--- config.mk ---
export PLATFORM = sky130hd
export DESIGN_NAME = nv_commit_seq
export DESIGN_NICKNAME = d
export VERILOG_FILES = /design/src/rtl/nvc_pkg.sv /design/src/rtl/nvc_ctrl.sv /design/src/rtl/nvc_datapath.sv /design/src/rtl/nv_commit_seq.sv
export SDC_FILE = /design/constraint.sdc
export NUM_CORES = 1
export LEC_CHECK = 0
export BUFFER_PORTS_ARGS = -buffer_cell sky130_fd_sc_hd__buf_4
export CORE_MARGIN = 2
export CORE_UTILIZATION = 60
export CTS_CLUSTER_DIAMETER = 60
export DETAILED_ROUTE_END_ITERATION = 8
export GPL_ROUTABILITY_DRIVEN = 0
export GPL_TIMING_DRIVEN = 0
export PLACE_DENSITY = 0.77
export SETUP_SLACK_MARGIN = 0.2
export SLEW_MARGIN = 10
export SYNTH_ARGS = -nofsm -noshare
export SYNTH_HDL_FRONTEND = slang
export SYNTH_SLANG_ARGS = --single-unit
--- constraint.sdc ---
create_clock -name clk -period 3.9 [get_ports clk]
set_input_delay 0.39 -clock clk [delete_from_list [all_inputs] [get_ports clk]]
set_output_delay 0.39 -clock clk [all_outputs]
set_load 0.05 [all_outputs]
--- src/rtl/nvc_pkg.sv ---
package nvc_pkg;

  // Strobes from control to datapath
  typedef struct packed {
    logic restoreWr;  // copy stored byte idx into the live image
    logic commitWr;   // copy live byte idx into the stored image
  } nvStrobe_t;

  typedef enum logic [1:0] {
    ST_RESTORE = 2'd0,
    ST_IDLE    = 2'd1,
    ST_COMMIT  = 2'd2
  } nvState_t;

  // Bit positions that other logic decodes
  localparam int TRIG_BYTE = 6;
  localparam int TRIG_BIT  = 0;
  localparam int STAT_BYTE = 1;
  localparam int BUSY_BIT  = 6;
  localparam int LOCK_BIT  = 5;
  localparam int PIN_BYTE  = 2;
  localparam int PIN_BIT   = 6;

endpackage

--- src/rtl/nvc_ctrl.sv ---
module nvc_ctrl
  import nvc_pkg::*;
#(
  parameter int NBYTES      = 16,
  parameter int SLOT_CYCLES = 5,
  localparam int IDX_W  = $clog2(NBYTES),
  localparam int SLOT_W = $clog2(SLOT_CYCLES + 1)
) (
  input  logic             clk,
  input  logic             rst_n,
  input  logic             trigEdge,
  input  logic             nvLocked,
  output nvStrobe_t        stb,
  output logic [IDX_W-1:0] idx,
  output logic             busy
);

  localparam logic [IDX_W-1:0]  LAST_IDX  = IDX_W'(NBYTES - 1);
  localparam logic [SLOT_W-1:0] LAST_SLOT = SLOT_W'(SLOT_CYCLES - 1);

  nvState_t          state;
  logic [SLOT_W-1:0] slotCnt;
  logic              slotDone;

  assign slotDone = (slotCnt == LAST_SLOT);

  always_comb begin
    stb           = '0;
    stb.restoreWr = (state == ST_RESTORE);
    stb.commitWr  = (state == ST_COMMIT) && slotDone;
  end

  assign busy = (state != ST_IDLE);

  always_ff @(posedge clk or negedge rst_n) begin
    if (!rst_n) begin
      state   <= ST_RESTORE;
      idx     <= '0;
      slotCnt <= '0;
    end else begin
      unique case (state)
        ST_RESTORE: begin
          if (idx == LAST_IDX) begin
            state <= ST_IDLE;
            idx   <= '0;
          end else begin
            idx <= idx + 1'b1;
          end
        end
        ST_IDLE: begin
          if (trigEdge && !nvLocked) begin
            state   <= ST_COMMIT;
            idx     <= '0;
            slotCnt <= '0;
          end
        end
        ST_COMMIT: begin
          if (slotDone) begin
            slotCnt <= '0;
            if (idx == LAST_IDX) begin
              state <= ST_IDLE;
              idx   <= '0;
            end else begin
              idx <= idx + 1'b1;
            end
          end else begin
            slotCnt <= slotCnt + 1'b1;
          end
        end
        default: state <= ST_IDLE;
      endcase
    end
  end


  locked_idle_chk: assert property (@(posedge clk) disable iff (!rst_n)
    (state == ST_IDLE && nvLocked) |=> state == ST_IDLE);


  edge_start_chk: assert property (@(posedge clk) disable iff (!rst_n)
    (state == ST_IDLE && trigEdge && !nvLocked) |=>
      (state == ST_COMMIT && idx == '0 && slotCnt == '0));


  commit_order_chk: assert property (@(posedge clk) disable iff (!rst_n)
    (state == ST_COMMIT && $past(state) == ST_COMMIT) |-> idx >= $past(idx));

endmodule

--- src/rtl/nvc_datapath.sv ---
module nvc_datapath
  import nvc_pkg::*;
#(
  parameter int NBYTES = 16,
  parameter int ADDR_W = 5,
  localparam int IDX_W = $clog2(NBYTES),
  localparam int IMG_W = NBYTES * 8
) (
  input  logic              clk,
  input  logic              rst_n,
  input  nvStrobe_t         stb,
  input  logic [IDX_W-1:0]  idx,
  input  logic              busy,
  input  logic              regWrEn,
  input  logic [ADDR_W-1:0] regWrAddr,
  input  logic [7:0]        regWrData,
  input  logic [ADDR_W-1:0] regRdAddr,
  output logic [7:0]        regRdData,
  input  logic              forceSerial,
  output logic              trigEdge,
  output logic              nvLocked,
  output logic              pinsAsControl,
  output logic [1:0]        addrLsb
);

  function automatic logic [IMG_W-1:0] factoryImage();
    logic [IMG_W-1:0] r;
    for (int i = 0; i < NBYTES; i++) r[i*8 +: 8] = 8'(i);
    return r;
  endfunction

  localparam logic [IMG_W-1:0] FACTORY = factoryImage();

  logic [IMG_W-1:0] liveImg;
  logic [IMG_W-1:0] nvMem = FACTORY;  // survives reset
  logic             trigPrev;
  logic             wrOk;
  logic [7:0]       commitByte;

  assign wrOk = regWrEn && !busy && (regWrAddr < ADDR_W'(NBYTES));

  always_comb begin
    commitByte = liveImg[idx*8 +: 8];
    if (idx == IDX_W'(TRIG_BYTE)) commitByte[TRIG_BIT] = 1'b0;
  end

  // live register image
  always_ff @(posedge clk or negedge rst_n) begin
    if (!rst_n) begin
      liveImg <= '0;
    end else begin
      if (stb.restoreWr) liveImg[idx*8 +: 8] <= nvMem[idx*8 +: 8];
      else if (wrOk)     liveImg[regWrAddr[IDX_W-1:0]*8 +: 8] <= regWrData;
      if (forceSerial)   liveImg[STAT_BYTE*8 +: 2] <= 2'b00;
    end
  end

  // stored image: no reset, content persists
  always_ff @(posedge clk) begin
    if (stb.commitWr) nvMem[idx*8 +: 8] <= commitByte;
  end

  always_ff @(posedge clk or negedge rst_n) begin
    if (!rst_n) trigPrev <= 1'b0;
    else        trigPrev <= liveImg[TRIG_BYTE*8 + TRIG_BIT];
  end

  assign trigEdge      = liveImg[TRIG_BYTE*8 + TRIG_BIT] && !trigPrev;
  assign nvLocked      = nvMem[STAT_BYTE*8 + LOCK_BIT];
  assign pinsAsControl = nvMem[PIN_BYTE*8 + PIN_BIT] && !forceSerial;
  assign addrLsb       = forceSerial ? 2'b00 : liveImg[STAT_BYTE*8 +: 2];

  always_comb begin
    regRdData = 8'h00;
    if (regRdAddr < ADDR_W'(NBYTES)) begin
      regRdData = liveImg[regRdAddr[IDX_W-1:0]*8 +: 8];
      if (regRdAddr == ADDR_W'(STAT_BYTE)) regRdData[BUSY_BIT] = busy;
    end
  end


  blocked_wr_chk: assert property (@(posedge clk) disable iff (!rst_n)
    (regWrEn && busy && !forceSerial && !stb.restoreWr) |=> $stable(liveImg));


  stored_trig_chk: assert property (@(posedge clk) disable iff (!rst_n)
    (stb.commitWr && idx == IDX_W'(TRIG_BYTE)) |=> !nvMem[TRIG_BYTE*8 + TRIG_BIT]);


  ovr_clear_chk: assert property (@(posedge clk) disable iff (!rst_n)
    forceSerial |=> liveImg[STAT_BYTE*8 +: 2] == 2'b00);


  restore_busy_chk: assert property (@(posedge clk) disable iff (!rst_n)
    stb.restoreWr |-> busy);

endmodule

--- src/rtl/nv_commit_seq.sv ---
module nv_commit_seq
  import nvc_pkg::*;
#(
  parameter int NBYTES      = 16,
  parameter int SLOT_CYCLES = 5,
  parameter int ADDR_W      = $clog2(NBYTES) + 1,
  localparam int IDX_W = $clog2(NBYTES)
) (
  input  logic              clk,
  input  logic              rst_n,
  input  logic              regWrEn,
  input  logic [ADDR_W-1:0] regWrAddr,
  input  logic [7:0]        regWrData,
  input  logic [ADDR_W-1:0] regRdAddr,
  output logic [7:0]        regRdData,
  input  logic              forceSerial,
  output logic              busy,
  output logic              pinsAsControl,
  output logic [1:0]        addrLsb
);

  nvStrobe_t        stb;
  logic [IDX_W-1:0] idx;
  logic             trigEdge;
  logic             nvLocked;

  nvc_ctrl #(.NBYTES(NBYTES), .SLOT_CYCLES(SLOT_CYCLES)) u_ctrl (
    .clk(clk), .rst_n(rst_n), .trigEdge(trigEdge), .nvLocked(nvLocked),
    .stb(stb), .idx(idx), .busy(busy)
  );

  nvc_datapath #(.NBYTES(NBYTES), .ADDR_W(ADDR_W)) u_dp (
    .clk(clk), .rst_n(rst_n), .stb(stb), .idx(idx), .busy(busy),
    .regWrEn(regWrEn), .regWrAddr(regWrAddr), .regWrData(regWrData),
    .regRdAddr(regRdAddr), .regRdData(regRdData), .forceSerial(forceSerial),
    .trigEdge(trigEdge), .nvLocked(nvLocked), .pinsAsControl(pinsAsControl),
    .addrLsb(addrLsb)
  );

endmodule

==> results.toml, run 1 <==
[worst_hold_path]
holdPathEnd = "u_dp.liveImg[65]"
hold_class = "in2reg"
hp-start = "regWrData[1]"
hold-path-cell-count = 3

[clock_tree]
clkTransAtPathRegs_ns = 0.06
insertion_delay_ns = 0.53
cts_tree = "yes"
clockBufferDepth = 3
cts_buffers = 34
cts_root_buffer = "clkbuf_16"
htree_levels = 2
clock_sinks = 266

[power]
p_sw_frac = 0.4272
pwr_density_cell_nw_per_um2 = 815.4
ir_drop_uv = 648.4
pwr-share-comb = 0.462
seqPwrFrac = 0.308
p_total_mw = 14.09
leakage_nw = 6.414
internal_power_mw = 8.074
clkPwrFrac = 0.229
power.switching_mw = 6.021

[timing]
fin_worst_skew_ns = 0.02715
fin_tns_setup_ns = 0
max_slew_margin = 0.1066
finalHoldViolations = 0
min_period_ns = 3.622
tightest_slew_ns = 1.330
rsz0062_at_grt = "no"
post-route-period-util = 0.9287
clock.fmax_mhz = 276.1
finalMaxSlewViolations = 0
setup-violations-final = 0

[setup_path]
arrival_ns = 3.99
worstPathMaxFanout = 10
r2r-start = "u_ctrl.idx[0]"
crit_required_ns = 4.26
r2r.worst_path.cells = 12
r2r-end = "u_dp.nvMem[41]"
start_kind = "flip-flop"
reg2reg_slack_ns = 0.28
crit_path_end_kind = "flip-flop"
path_class = "reg2reg"

[die]
io_pins = 34
die_height_um = 162.9
coreArea_sq_um = 24960
initial_core_util = 0.6067
die_w_um = 162.9
die-area_sq_um = 26530
num_rows = 58

[cells_and_area]
multi_input_area_sq_um = 7380
fillers = 1740
drive_gt1_frac = 0.2530
final_util = 0.6924
layout.nets = 1410
finalInstanceArea_sq_um = 17290
ff_latch_area_sq_um = 7298
area_growth_pct = 14.14

[run_status]
status = "finished, final reports clean"

[place]
placed_cell_area_sq_um = 15790
numPortBuffers = 25
place_hpwl_mm = 38.84

[synth]
synth_cell_types = 90
synth_edf_count = 128
ys_ff_latch = 266
ys_top_cells_by_area = "edfxtp_1 (25%), dfrtp_1 (23%), mux4_2 (14%)"
mappedNetlistArea_sq_um = 15140
ys.flop_type = "dfrtp_1"
yosys.area.top_type = "edfxtp_1"
yosysSeqAreaShare = 0.4818
ys_warn_count = 0
synth.avg_cell_area_sq_um = 11.62
async_flop_share = 0.5188
synthesis.nets = 1335
syn_inst = 1303
synth_top_area_share = 0.2538

[routing]
drt_iter0_drc = 2717
wire_per_inst_um = 31.96
drc = 0
vias_per_cell = 7.685
ant_nets = 0
routed_wl_mm = 55.48
first_pass_iters = 7
vias = 13340

[global_routing]
antenna_found_initial = 1
grt_max_degree = 79
grt_overflow = 0
grt_pass1_vias = 13050
grt_pass1_wl_mm = 81.54
track_usage = 0.4244

[run]
cap_viol_max_count = 0
-- synth_stat cells, types with 6 or more instances --
master,number
a211o_1,8
a21o_1,6
a21oi_1,19
a221o_1,15
a22oi_1,22
a31oi_1,8
and2_1,7
and3_1,10
buf_1,7
buf_2,36
buf_4,17
buf_6,13
clkbuf_1,15
dfrtp_1,138
edfxtp_1,128
ha_1,10
inv_1,15
mux2_2,7
mux2i_1,22
mux4_2,93
nand2_1,124
nand2b_1,6
nand3_1,80
nor2_1,216
nor2b_1,25
nor3_1,26
nor3_2,6
o211ai_1,9
o21ai_0,30
o21ai_1,9
o21ai_2,11
o221ai_1,55
o22ai_1,9
or4_1,6
-- per-layer routing --
metal	vias to the layer above	track usage	part of all wire
li1	5153	-	-
met4	0	0.2393	0.076
met5	-	0	0
met1	6363	0.5337	0.33
met2	1444	0.6140	0.42
met3	382	0.1895	0.18
-- area by class of cell --
cell class,instances,share of cell area
antenna,3,0.0004343
timing repair buffer,39,0.02135
sequential,266,0.4222
multi-input combinational,929,0.4269
inverter,17,0.003692
tap,330,0.02389
clock buffer,48,0.05639
buffer,91,0.03518
clock inverter,13,0.009917
-- worst max-delay path: stages (launching register included) --
cell and delay (ns):
dfrtp_1 0.41, buf_6 0.23, buf_12 0.20, buf_6 0.21, clkbuf_4 0.28, clkbuf_4 0.26
nor3_1 0.08, ha_1 0.33, inv_1 0.13, a21oi_1 0.31, buf_2 0.36, nand3_1 0.40
nor2_1 0.24
-- how the worst max path moves through the flow --
stage / from / end / slack [ns] / cells after the start
2_1_floorplan: u_ctrl.idx[0] / u_dp.nvMem[0] / 0.72 / 11
3_3_place_gp: u_ctrl.idx[1] / u_dp.nvMem[69] / -0.50 / 9
3_5_place_dp: u_ctrl.idx[0] / u_dp.nvMem[4] / -0.45 / 11
4_1_cts: u_ctrl.idx[1] / u_dp.nvMem[117] / 0.12 / 9
5_1_grt: u_ctrl.idx[0] / u_dp.nvMem[45] / 0.16 / 12
6_report: u_ctrl.idx[0] / u_dp.nvMem[41] / 0.28 / 12
-- power by group through the flow --
stage / Combinational [mW] / Sequential, mW / Clock [mW]
final: 6.51 / 4.35 / 3.23
after global routing: 6.79 / 4.36 / 3.32
after CTS: 6.18 / 4.27 / 3.20
after detailed placement: 6.05 / 4.31 / 0
after global placement: 5.92 / 4.27 / 0
after floorplan: 4.35 / 4.04 / 0
-- sequential cells by signal, indices dropped and copies added (netlist names) --
signal,cells
u_dp.liveImg,128
u_dp.trigPrev,1
u_ctrl.slotCnt,3
u_dp.nvMem,128
u_ctrl.state,2
u_ctrl.idx,4
-- what timing repair did --
item                                    4_1_cts  5_1_grt
pin swaps                                     2        6
hold endpoints to repair                     60        0
endpoints found under the setup margin      216      254
resized for setup                            31       18
hold buffers                                  1        0
buffers inserted                              4        7
-- kinds of logic (layout without fill, tap and decap cells) --
group,after synthesis,count (layout),share of synthesized area
compound gates,240,240,0.1288
fa+ha+maj,10,10,0.008262
xor+xnor,4,4,0.004049
mux,125,125,0.1618
simple gates,550,550,0.1717
other cells,0,3,0
flops,266,266,0.4818
buf+inv,108,208,0.04362
-- cell usage in the layout (no fill, tap or decap), types with 7 or more instances in the layout --
master | netlist | final
a211o_1 | 8 | 8
a21oi_1 | 19 | 19
a221o_1 | 15 | 15
a22oi_1 | 22 | 22
a31oi_1 | 8 | 8
and2_1 | 7 | 7
and3_1 | 10 | 8
buf_12 | 3 | 7
buf_2 | 36 | 34
buf_4 | 17 | 49
buf_6 | 13 | 14
clkbuf_1 | 15 | 21
clkbuf_16 | 0 | 35
dfrtp_1 | 138 | 137
edfxtp_1 | 128 | 128
ha_1 | 10 | 9
inv_1 | 15 | 15
mux2_2 | 7 | 7
mux2i_1 | 22 | 22
mux4_2 | 93 | 93
nand2_1 | 124 | 122
nand3_1 | 80 | 71
nand3_2 | 1 | 10
nor2_1 | 216 | 205
nor2_2 | 2 | 7
nor2b_1 | 25 | 24
nor3_1 | 26 | 22
nor3_2 | 6 | 8
o211ai_1 | 9 | 9
o21ai_0 | 30 | 30
o21ai_1 | 9 | 9
o21ai_2 | 11 | 11
o221ai_1 | 55 | 55
o22ai_1 | 9 | 9
-- through the flow --
stage / hold WS (ns) / instances / worst slack, ns
after floorplan: 0.09441 / 1303 / 0.7156
after global placement: 0.4721 / 1658 / -0.4966
after detailed placement: 0.4064 / 1660 / -0.4494
after CTS: 0.1614 / 1726 / 0.1218
after global routing: 0.1723 / 1733 / 0.1614
final: 0.1683 / 1736 / 0.2782
No activity file was read; power rests on OpenSTA's default activity.
==> run 2: changes to the inputs <==
- clock period: 3.9 -> 4.4 ns (I/O delays scaled with it)
==> run 2 against run 1 <==
Against the previous run: fmax is 14% lower; sequential share of layout area is 0.71 points higher; total power is 12% lower; clock power is 11% lower; final cell count is 0.75% lower; routed wire length is 1.3% lower; worst setup slack worse by 0.093 ns; die area stayed put; hold slack better by 0.042 ns; non-clock buffer count is 11 lower; first-iteration DRC count is 2.4% lower; highest routed layer is now met5.
==> results.toml, run 2 (synthesized netlist as in run 1, its figures left out) <==
[cells_and_area]
reg_top3 = "u_dp.liveImg x128, u_dp.nvMem x128, u_ctrl.idx x4"
area_growth_pct = 12.22
layout.nets = 1399
finalInstanceArea_sq_um = 17000
fillers = 1813
drive_gt1_frac = 0.2292
layout_common_cells = "nor2_1 (214), dfrtp_1 (138), edfxtp_1 (128)"
final_common_cell = "nor2_1"
final_cells = 1723

[power]
seqPwrFrac = 0.311
pwr_density_cell_nw_per_um2 = 727.7
p_sw_frac = 0.4251
power.switching_mw = 5.258
p_total_mw = 12.37
leakage_nw = 6.320
ir_drop_uv = 559.6
internal_power_mw = 7.110
pwr-share-comb = 0.457
clkPwrFrac = 0.232

[die]
initial_core_util = 0.6067
num_rows = 58
die_w_um = 162.9
die_height_um = 162.9
io_pins = 34
coreArea_sq_um = 24960
die-area_sq_um = 26530

[timing]
min_period_ns = 4.215
tightest_slew_ns = 1.311
setup-violations-final = 0
rsz0062_at_grt = "yes"
max_slew_margin = 0.1195
post-route-period-util = 0.9580
finalMaxSlewViolations = 0
whs_ns = 0.2105
fin_worst_skew_ns = 0.03160
clock.fmax_mhz = 237.2
fin_tns_setup_ns = 0
finalHoldViolations = 0

[clock_tree]
cts_tree = "yes"
insertion_delay_ns = 0.54
cts_buffers = 34
post_cts_buffers = 0
clkTransAtPathRegs_ns = 0.06
clock_sinks = 266
clockBufferDepth = 3
htree_levels = 2
cts_root_buffer = "clkbuf_16"

[setup_path]
worstPathMaxFanout = 11
crit_path_end_kind = "flip-flop"
r2r.worst_path.cells = 9
crit_end = "u_dp.nvMem[84]"
reg2reg_slack_ns = 0.18
crit_required_ns = 4.53
r2r-end = "u_dp.nvMem[84]"
start_kind = "flip-flop"
r2r-start = "u_ctrl.idx[1]"
crit_start = "u_ctrl.idx[1]"
path_class = "reg2reg"
arrival_ns = 4.34

[global_routing]
grt_overflow = 0
track_usage = 0.4227
antenna_found_initial = 2
grt_max_degree = 79
grt_pass1_vias = 12980
grt_pass1_wl_mm = 81.25

[routing]
drc = 0
vias = 13290
first_pass_iters = 6
drt_iter0_drc = 2653
ant_nets = 0
vias_per_cell = 7.710
routed_wl_mm = 54.76
wire_per_inst_um = 31.78

[place]
numPortBuffers = 25
place_hpwl_mm = 38.84
placed_cell_area_sq_um = 15790
dp_cells = 1660

[worst_hold_path]
hold_class = "in2reg"

[run]
cap_viol_max_count = 0

[run_status]
status = "finished, final reports clean"
## run 2: changes by cell type in the layout (fill, tap and decap cells not counted), moves of 3 or more
cell      before  now
nor2_1       205  214
buf_4         49   42
nand3_1       71   78
nand3_2       10    3
nor2_4         6    1
buf_12         7    3
nor2_2         7    3
clkbuf_4       3    0
## run 2: stage by stage
| step | setup slack (ns) | util |
|---|---|---|
| after CTS | 0.3217 | 0.6792 |
| after global routing | 0.1507 | 0.6807 |
| final | 0.1850 | 0.6808 |
| after detailed placement | 0.05059 | 0.6327 |
| after global placement | 0.003429 | 0.6307 |
| after floorplan | 1.216 | - |
## run 2: what timing repair did
action                                  CTS  global route
hold buffers                              1             0
hold endpoints to repair                 60             0
endpoints found under the setup margin   16            25
cloned                                    0             0
resized for setup                         2             7
## run 2: final cells by class
class	count	area (sq um)	share of cell area
buffer	91	598.1	0.03519
multi-input combinational	929	7238	0.4259
antenna	1	2.502	0.0001472
clock inverter	13	171.4	0.01009
inverter	17	63.81	0.003755
timing repair buffer	28	236.5	0.01391
clock buffer	48	974.7	0.05735
sequential	266	7297	0.4294
tap	330	412.9	0.02430
## run 2: critical path, stage by stage, from the launching register on
cell,delay [ns]
dfrtp_1,0.62
buf_6,0.26
buf_6,0.19
inv_1,0.12
buf_4,0.22
buf_2,0.24
ha_1,0.50
clkbuf_1,0.50
nand3_1,0.30
nor2_1,0.84
## run 2: metal layers
layer	up-vias	global-route usage	share of wire
met5	-	0.001894	0.00024
met4	2	0.2301	0.073
met3	358	0.1889	0.17
met2	1358	0.6115	0.42
met1	6428	0.5348	0.33
li1	5139	-	-
## run 2: power groups by stage
stage / registers (mW) / logic, mW / clock network (mW)
3_5_place_dp: 3.82 / 5.36 / 0
5_1_grt: 3.87 / 5.89 / 2.94
4_1_cts: 3.79 / 5.40 / 2.84
2_1_floorplan: 3.58 / 3.86 / 0
6_report: 3.85 / 5.65 / 2.87
3_3_place_gp: 3.79 / 5.25 / 0
## run 2: worst min path at each step
stage | from | end | slack [ns] | depth (start not counted)
final | regWrData[1] | u_dp.liveImg[65] | 0.21 | 3
after global routing | forceSerial | u_dp.liveImg[9] | 0.22 | 2
after CTS | regWrData[1] | u_dp.liveImg[65] | 0.21 | 3
after detailed placement | rst_n | u_dp.liveImg[60] | 0.46 | 1
after global placement | u_dp.liveImg[34] | u_dp.liveImg[34] | 0.47 | 1
after floorplan | rst_n | u_ctrl.idx[0] | 0.14 | 0
